File: config.mk
export PLATFORM = sky130hd
export DESIGN_NAME = capt_snapshot
export DESIGN_NICKNAME = d
export VERILOG_FILES = /design/src/rtl/capt_pkg.sv /design/src/rtl/capt_decim.sv /design/src/rtl/capt_ring_wr.sv /design/src/rtl/capt_trigger.sv /design/src/rtl/capt_snapshot.sv
export SDC_FILE = /design/constraint.sdc
export NUM_CORES = 1
export LEC_CHECK = 0
export BUFFER_PORTS_ARGS = -buffer_cell sky130_fd_sc_hd__buf_2
export CAP_MARGIN = 40
export CORE_AREA = 2 2 172 174
export DETAILED_ROUTE_END_ITERATION = 12
export DIE_AREA = 0 0 174 176
export SLEW_MARGIN = 30
export SYNTH_ARGS = -nofsm -noshare
export SYNTH_HDL_FRONTEND = slang
export SYNTH_HIERARCHICAL = 1
export SYNTH_SLANG_ARGS = --single-unit
File: constraint.sdc
create_clock -name clk -period 5.8 [get_ports clk]
set_input_delay 1.45 -clock clk [delete_from_list [all_inputs] [get_ports clk]]
set_output_delay 1.45 -clock clk [all_outputs]
set_load 0.01 [all_outputs]
File: src/rtl/capt_pkg.sv
package capt_pkg;
   typedef enum logic [1:0] {
      TS_IDLE = 2'd0,
      TS_SRCH = 2'd1,
      TS_POST = 2'd2
   } trig_st_t;
endpackage

File: src/rtl/capt_decim.sv
module capt_decim #(
   parameter int NCH = 2,
   parameter int SW = 16,
   parameter int CW = 8,
   parameter int DCW = 6
) (
   input  logic               clk,
   input  logic               rst_n,
   input  logic               smp_valid,
   input  logic [NCH*SW-1:0]  smp_data,
   input  logic               cnt_pulse,
   input  logic [DCW-1:0]     cfg_decim_m1,
   output logic               k_valid,
   output logic [NCH*SW-1:0]  k_data,
   output logic [CW-1:0]      k_cnt
);
   localparam logic [CW-1:0] CMAX = {CW{1'b1}};

   logic [DCW-1:0] phase_q;
   logic [CW-1:0]  acc_q;
   logic [CW-1:0]  acc_sum;
   logic           keep;

   assign keep = smp_valid && (phase_q >= cfg_decim_m1);

   always_comb begin
      if (acc_q == CMAX) acc_sum = CMAX;
      else               acc_sum = acc_q + {{(CW-1){1'b0}}, cnt_pulse};
   end

   always_ff @(posedge clk) begin
      if (!rst_n) begin
         phase_q <= '0;
         acc_q   <= '0;
         k_valid <= 1'b0;
         k_data  <= '0;
         k_cnt   <= '0;
      end else begin
         k_valid <= keep;
         if (smp_valid) phase_q <= keep ? '0 : phase_q + 1'b1;
         if (keep) begin
            k_data <= smp_data;
            k_cnt  <= acc_sum;
            acc_q  <= '0;
         end else begin
            acc_q  <= acc_sum;
         end
      end
   end


   keep_after_strobe_chk: assert property (@(posedge clk) disable iff (!rst_n)
      k_valid |-> $past(smp_valid));


   cnt_sat_hold_chk: assert property (@(posedge clk) disable iff (!rst_n)
      (acc_q == CMAX && !keep) |=> (acc_q == CMAX));
endmodule

File: src/rtl/capt_ring_wr.sv
module capt_ring_wr #(
   parameter int NCH = 2,
   parameter int SW = 16,
   parameter int CW = 8,
   parameter int AW = 8
) (
   input  logic                  clk,
   input  logic                  rst_n,
   input  logic                  k_valid,
   input  logic [NCH*SW-1:0]     k_data,
   input  logic [CW-1:0]         k_cnt,
   output logic [AW-1:0]         ptr,
   output logic                  wr_en,
   output logic [AW-1:0]         wr_addr,
   output logic [NCH*SW+CW-1:0]  wr_data
);
   logic [AW-1:0] ptr_q;
   assign ptr = ptr_q;

   always_ff @(posedge clk) begin
      if (!rst_n) begin
         ptr_q   <= '0;
         wr_en   <= 1'b0;
         wr_addr <= '0;
         wr_data <= '0;
      end else begin
         wr_en <= k_valid;
         if (k_valid) begin
            wr_addr <= ptr_q;
            wr_data <= {k_cnt, k_data};
            ptr_q   <= ptr_q + 1'b1;
         end
      end
   end


   addr_follows_ptr_chk: assert property (@(posedge clk) disable iff (!rst_n)
      k_valid |=> (wr_en && wr_addr == $past(ptr_q)));
endmodule

File: src/rtl/capt_trigger.sv
module capt_trigger
   import capt_pkg::*;
#(
   parameter int NCH = 2,
   parameter int SW = 16,
   parameter int AW = 8,
   parameter int SEARCH_LEN = 4,
   parameter bit SIGNED_SMP = 1'b1,
   localparam int CHW = (NCH > 1) ? $clog2(NCH) : 1
) (
   input  logic               clk,
   input  logic               rst_n,
   input  logic               k_valid,
   input  logic [NCH*SW-1:0]  k_data,
   input  logic [AW-1:0]      ptr,
   input  logic [CHW-1:0]     cfg_trig_ch,
   input  logic [SW-1:0]      cfg_thresh,
   input  logic [AW-1:0]      cfg_half_len,
   input  logic               slot_free,
   output logic               evt_valid,
   output logic [AW-1:0]      evt_start_addr,
   output logic [AW-1:0]      evt_peak_addr,
   output logic [SW-1:0]      evt_peak_mag
);
   localparam int NSEL = 1 << CHW;
   localparam int DEPTH = 1 << AW;
   localparam int SCW = $clog2(SEARCH_LEN + 1);
   localparam logic [AW:0] H_LO = (AW+1)'(SEARCH_LEN + 1);
   localparam logic [AW:0] H_HI = (AW+1)'(DEPTH / 2);

   logic [SW-1:0] ch_arr [NSEL];
   logic [SW-1:0] sel_raw;
   logic [SW-1:0] mag;
   logic [AW-1:0] eff_h;
   logic [AW-1:0] end_addr;

   trig_st_t       st_q;
   logic [SW-1:0]  pk_mag_q;
   logic [AW-1:0]  pk_addr_q;
   logic [AW-1:0]  h_q;
   logic [SCW-1:0] srch_q;

   for (genvar i = 0; i < NSEL; i++) begin : g_unpack
      if (i < NCH) begin : g_ch
         assign ch_arr[i] = k_data[i*SW +: SW];
      end else begin : g_pad
         assign ch_arr[i] = '0;
      end
   end

   assign sel_raw = ch_arr[cfg_trig_ch];

   if (SIGNED_SMP) begin : g_abs
      assign mag = sel_raw[SW-1] ? (~sel_raw + 1'b1) : sel_raw;
   end else begin : g_plain
      assign mag = sel_raw;
   end

   always_comb begin
      if ({1'b0, cfg_half_len} < H_LO)      eff_h = H_LO[AW-1:0];
      else if ({1'b0, cfg_half_len} > H_HI) eff_h = H_HI[AW-1:0];
      else                                  eff_h = cfg_half_len;
   end

   assign end_addr = pk_addr_q + h_q - 1'b1;

   always_ff @(posedge clk) begin
      if (!rst_n) begin
         st_q           <= TS_IDLE;
         pk_mag_q       <= '0;
         pk_addr_q      <= '0;
         h_q            <= '0;
         srch_q         <= '0;
         evt_valid      <= 1'b0;
         evt_start_addr <= '0;
         evt_peak_addr  <= '0;
         evt_peak_mag   <= '0;
      end else begin
         evt_valid <= 1'b0;
         case (st_q)
            TS_IDLE: begin
               if (k_valid && slot_free && (mag > cfg_thresh)) begin
                  pk_mag_q  <= mag;
                  pk_addr_q <= ptr;
                  h_q       <= eff_h;
                  srch_q    <= SCW'(SEARCH_LEN - 1);
                  st_q      <= (SEARCH_LEN == 1) ? TS_POST : TS_SRCH;
               end
            end
            TS_SRCH: begin
               if (k_valid) begin
                  if (mag > pk_mag_q) begin
                     pk_mag_q  <= mag;
                     pk_addr_q <= ptr;
                  end
                  if (srch_q <= SCW'(1)) st_q <= TS_POST;
                  else                   srch_q <= srch_q - 1'b1;
               end
            end
            TS_POST: begin
               if (k_valid && (ptr == end_addr)) begin
                  evt_valid      <= 1'b1;
                  evt_start_addr <= pk_addr_q - h_q;
                  evt_peak_addr  <= pk_addr_q;
                  evt_peak_mag   <= pk_mag_q;
                  st_q           <= TS_IDLE;
               end
            end
            default: st_q <= TS_IDLE;
         endcase
      end
   end


   start_needs_slot_chk: assert property (@(posedge clk) disable iff (!rst_n)
      (st_q != TS_IDLE && $past(st_q) == TS_IDLE) |-> $past(slot_free && k_valid));


   evt_from_post_chk: assert property (@(posedge clk) disable iff (!rst_n)
      evt_valid |-> ($past(st_q) == TS_POST && st_q == TS_IDLE));


   half_in_range_chk: assert property (@(posedge clk) disable iff (!rst_n)
      evt_valid |-> ({1'b0, AW'(evt_peak_addr - evt_start_addr)} >= H_LO));
endmodule

File: src/rtl/capt_snapshot.sv
module capt_snapshot #(
   parameter int NCH = 2,
   parameter int SW = 16,
   parameter int CW = 8,
   parameter int AW = 8,
   parameter int MAX_DECIM = 64,
   parameter int SEARCH_LEN = 4,
   parameter bit SIGNED_SMP = 1'b1,
   localparam int DCW = $clog2(MAX_DECIM),
   localparam int CHW = (NCH > 1) ? $clog2(NCH) : 1,
   localparam int DW = NCH*SW + CW
) (
   input  logic               clk,
   input  logic               rst_n,
   input  logic               smp_valid,
   input  logic [NCH*SW-1:0]  smp_data,
   input  logic               cnt_pulse,
   input  logic [DCW-1:0]     cfg_decim_m1,
   input  logic [AW-1:0]      cfg_half_len,
   input  logic [CHW-1:0]     cfg_trig_ch,
   input  logic [SW-1:0]      cfg_thresh,
   input  logic               slot_free,
   output logic               wr_en,
   output logic [AW-1:0]      wr_addr,
   output logic [DW-1:0]      wr_data,
   output logic               evt_valid,
   output logic [AW-1:0]      evt_start_addr,
   output logic [AW-1:0]      evt_peak_addr,
   output logic [SW-1:0]      evt_peak_mag
);
   if (NCH < 1) begin : g_bad_nch
      $error("capt_snapshot: NCH must be at least 1");
   end
   if (SW < 2 || CW < 1) begin : g_bad_width
      $error("capt_snapshot: SW must be >= 2 and CW >= 1");
   end
   if (MAX_DECIM < 2 || (1 << DCW) != MAX_DECIM) begin : g_bad_decim
      $error("capt_snapshot: MAX_DECIM must be a power of two >= 2");
   end
   if (SEARCH_LEN < 1 || (SEARCH_LEN + 1) > (1 << (AW-1))) begin : g_bad_search
      $error("capt_snapshot: SEARCH_LEN must be in 1 .. DEPTH/2-1");
   end

   logic              k_valid;
   logic [NCH*SW-1:0] k_data;
   logic [CW-1:0]     k_cnt;
   logic [AW-1:0]     ptr;

   capt_decim #(.NCH(NCH), .SW(SW), .CW(CW), .DCW(DCW)) decim_i (
      .clk(clk), .rst_n(rst_n), .smp_valid(smp_valid), .smp_data(smp_data),
      .cnt_pulse(cnt_pulse), .cfg_decim_m1(cfg_decim_m1),
      .k_valid(k_valid), .k_data(k_data), .k_cnt(k_cnt)
   );

   capt_ring_wr #(.NCH(NCH), .SW(SW), .CW(CW), .AW(AW)) ring_i (
      .clk(clk), .rst_n(rst_n), .k_valid(k_valid), .k_data(k_data),
      .k_cnt(k_cnt), .ptr(ptr), .wr_en(wr_en), .wr_addr(wr_addr),
      .wr_data(wr_data)
   );

   capt_trigger #(.NCH(NCH), .SW(SW), .AW(AW), .SEARCH_LEN(SEARCH_LEN),
                  .SIGNED_SMP(SIGNED_SMP)) trig_i (
      .clk(clk), .rst_n(rst_n), .k_valid(k_valid), .k_data(k_data),
      .ptr(ptr), .cfg_trig_ch(cfg_trig_ch), .cfg_thresh(cfg_thresh),
      .cfg_half_len(cfg_half_len), .slot_free(slot_free),
      .evt_valid(evt_valid), .evt_start_addr(evt_start_addr),
      .evt_peak_addr(evt_peak_addr), .evt_peak_mag(evt_peak_mag)
   );


   evt_with_write_chk: assert property (@(posedge clk) disable iff (!rst_n)
      evt_valid |-> wr_en);


   write_lag_chk: assert property (@(posedge clk) disable iff (!rst_n)
      wr_en |-> $past(smp_valid, 2));
endmodule

==> results.json <==
{
  "synthArstFlopShare": 0,
  "setup_viol_count_final": 0,
  "route.vias.total": 8167,
  "core-area_mm2": 0.0285,
  "drtIter0Drc": 449,
  "placed_cell_area_mm2": 0.0111,
  "post_synthesis_mean_instance_area_um2": 9.18,
  "gp_congestion": 0.848,
  "drt-pass1-iter-count": 5,
  "share_of_cells_above_drive_strength_1": 0.215,
  "outcome": "finished clean",
  "largest_net_degree_at_the_start_of_global_routing": 73,
  "synth.ff_latch_count": 182,
  "timing.critical_path.from_type": "input pin",
  "gr_util_all_layers": 0.175,
  "timing.final.hold_violations": 0,
  "layout_common_cells": "sky130_fd_sc_hd__dfxtp_1, sky130_fd_sc_hd__buf_2, sky130_fd_sc_hd__mux2i_1, sky130_fd_sc_hd__inv_1, sky130_fd_sc_hd__nand2_1",
  "synth_warnings": 6,
  "die_area_mm2": 0.0306,
  "fin_area_mm2": 0.0117,
  "wp_data_arrival_ps": 5670,
  "timing.setup.critical_path_class": "input pin to flop",
  "die_x_um": 174,
  "final_period_minus_worst_setup_slack_ps": 5310,
  "row_count": 62,
  "max-vdd-ir-drop_mv": 0.198,
  "rsz_0062_raised_after_global_routing": "false",
  "cts_hold_buf": 0,
  "num_antenna_cells": 0,
  "min_path_type": "flop to flop",
  "global_route.overflow_total": 0,
  "syn_nets": 1222,
  "critPathCaptureType": "flop",
  "tritoncts.num_buffers": 17,
  "avgRoutedWirePerCell_um": 16.7,
  "floorplan.io_pins": 150,
  "achievable_frequency_ghz": 0.188,
  "cts-root-buf": "sky130_fd_sc_hd__clkbuf_16",
  "route.final.wire_length_um": 26800,
  "synth_edf_count": 0,
  "worstSkewPairLatency_ps": 430,
  "htreeDepth": 4,
  "final_min_period_over_clock_period": 0.916,
  "initial_core_util": 0.350,
  "grt_first_pass_wirelength_um": 42800,
  "post_synth_inst_count": 1087,
  "numClockSinks": 182,
  "netlist_top_cells_area": "sky130_fd_sc_hd__dfxtp_1, sky130_fd_sc_hd__mux2i_1, sky130_fd_sc_hd__ha_1, sky130_fd_sc_hd__o31ai_2, sky130_fd_sc_hd__inv_1",
  "clkSlewWorstSetupHoldPaths_ps": 70,
  "worst_clock_skew_ps": 10.4,
  "cts.repair_timing.setup_buffer_count": 0,
  "cts_buffer_depth": 2,
  "cellLeakagePower_nw": 4.89,
  "postSynth.topFlopCell": "sky130_fd_sc_hd__dfxtp_1",
  "netlist-cell-type-count": 68,
  "detailed_place_hpwl_um": 19300,
  "ant_nets": 0,
  "synth_largest_type_area_fraction": 0.365,
  "layout.cells.most_common": "sky130_fd_sc_hd__dfxtp_1",
  "tritoncts_clock_tree": "built",
  "first_global_vias": 7912,
  "viasPerCell": 5.09,
  "worstPathMaxFanout": 19,
  "worstMarginPinSlew_ps": 763,
  "finalSetupTns_ps": 0,
  "syn2layout_area_growth_pct": 17.6,
  "post_synth_instance_area_mm2": 0.00998,
  "num-nets-final": 1342,
  "dieHeight_um": 176,
  "yosys.area.top_type": "sky130_fd_sc_hd__dfxtp_1",
  "critPathRequiredTime_ps": 6150,
  "maxSlewViolCount": 0,
  "post_cts_resized": 0,
  "buffers_added_on_ports": 149,
  "layout.filler_cells": 2930,
  "cap_violations": 0,
  "antenna_found_initial": 0,
  "dr_drc_count": 0,
  "synth_seq_area_share": 0.365,
  "power_density_over_the_cells_mw_per_mm2": 229,
  "maxSlewHeadroom": 0.491
}
## where the power goes
part | switching, mW | internal, mW | total (mW)
sequential | 0.00767 | 1.25 | 1.26
clock | 0.566 | 0.669 | 1.23
combinational | 0.125 | 0.0705 | 0.196
total | 0.699 | 1.99 | 2.69
## per-stage QoR
| stage | setup slack (ps) | util | hold slack [ps] | std cells | power (mW) |
|---|---|---|---|---|---|
| after floorplan | 105 | - | 450 | 1087 | 1.41 |
| after CTS | 566 | 0.411 | 456 | 1602 | 2.72 |
| final | 487 | 0.411 | 457 | 1604 | 2.69 |
| after global placement | 206 | 0.387 | 445 | 1568 | 1.48 |
| after global routing | 340 | 0.411 | 471 | 1604 | 2.80 |
| after detailed placement | 125 | 0.389 | 446 | 1570 | 1.48 |
## cell usage after synthesis (3+ instances only)
master and count:
sky130_fd_sc_hd__nor3b_1 5, sky130_fd_sc_hd__o31ai_1 7, sky130_fd_sc_hd__nand4_1 20, sky130_fd_sc_hd__and4_1 3, sky130_fd_sc_hd__inv_1 103, sky130_fd_sc_hd__clkbuf_1 38, sky130_fd_sc_hd__nor3_1 9, sky130_fd_sc_hd__or3_1 8
sky130_fd_sc_hd__a211oi_1 9, sky130_fd_sc_hd__or3b_2 3, sky130_fd_sc_hd__nor2b_1 55, sky130_fd_sc_hd__o2111ai_1 40, sky130_fd_sc_hd__buf_2 12, sky130_fd_sc_hd__and3_1 3, sky130_fd_sc_hd__nor4_1 6, sky130_fd_sc_hd__o31ai_2 39
sky130_fd_sc_hd__buf_1 8, sky130_fd_sc_hd__nand4b_1 4, sky130_fd_sc_hd__nand2_1 102, sky130_fd_sc_hd__o211a_1 3, sky130_fd_sc_hd__nand3_1 14, sky130_fd_sc_hd__mux2i_1 107, sky130_fd_sc_hd__nor2_1 36, sky130_fd_sc_hd__a21oi_1 41
sky130_fd_sc_hd__or4_1 6, sky130_fd_sc_hd__a21o_1 6, sky130_fd_sc_hd__a31oi_1 3, sky130_fd_sc_hd__dfxtp_1 182, sky130_fd_sc_hd__o32ai_1 4, sky130_fd_sc_hd__mux2_2 3, sky130_fd_sc_hd__ha_1 65, sky130_fd_sc_hd__o211ai_1 5
sky130_fd_sc_hd__xor2_1 17, sky130_fd_sc_hd__nand2b_1 11, sky130_fd_sc_hd__and2_1 7, sky130_fd_sc_hd__buf_6 5, sky130_fd_sc_hd__o21ai_0 33, sky130_fd_sc_hd__xnor2_1 26
## layout make-up
class                   count  area, um^2  share of cell area
clock buffers              18         439              0.0374
clock inverters            14         184              0.0157
inverters                 103         389              0.0332
multi-input cells         737        5670               0.483
flip-flops and latches    182        3650               0.311
well taps                 384         480              0.0409
repair buffers            166         932              0.0794
## registers in the layout, summed over array words and instances, names as in the netlist, 16 cells and up
register / count
trig_i/pk_mag_q: 16
decim_i/k_data: 32
ring_i/wr_data: 40
trig_i/evt_peak_mag: 16
## per-layer routing
metal,part of all wire,global-route usage,vias up
met4,0.014,0.0476,0
li1,-,-,4095
met3,0.060,0.0398,24
met1,0.48,0.239,3801
met5,0,0,-
met2,0.45,0.278,247
## critical path: stages
cell and delay (ps):
sky130_fd_sc_hd__buf_2 290, sky130_fd_sc_hd__or4b_2 650, sky130_fd_sc_hd__a222oi_1 310, sky130_fd_sc_hd__buf_4 200
sky130_fd_sc_hd__nand2_1 70, sky130_fd_sc_hd__nor4b_1 530, sky130_fd_sc_hd__ha_1 230, sky130_fd_sc_hd__nand4_2 150
sky130_fd_sc_hd__or4_4 580, sky130_fd_sc_hd__a21o_1 190, sky130_fd_sc_hd__a31o_1 330, sky130_fd_sc_hd__or4_1 540
sky130_fd_sc_hd__a21oi_1 150
## path summary, 6_finish.rpt
check | slack, ps | cells after the start | start | endpoint
hold reg to reg | 460 | 2 | trig_i/evt_peak_mag[6] | trig_i/evt_peak_mag[6]
setup reg to reg | 1360 | 12 | decim_i/k_data[20] | trig_i/h_q[0]
hold / removal | 460 | 2 | trig_i/evt_peak_mag[6] | trig_i/evt_peak_mag[6]
setup / recovery | 490 | 13 | cfg_trig_ch | trig_i/h_q[0]
## kinds of logic (layout without fill, tap and decap cells)
group / after synthesis / in the layout / synth area share
AND/OR/NAND/NOR: 305 / 305 / 0.161
multiplexers: 110 / 110 / 0.111
buffers and inverters: 168 / 301 / 0.0692
XOR/XNOR: 43 / 43 / 0.0377
flip-flops: 182 / 182 / 0.365
AO/OA/AOI/OAI: 212 / 212 / 0.171
adder cells (fa/ha/maj): 67 / 67 / 0.0855
Power figures use the tool's default switching activity.
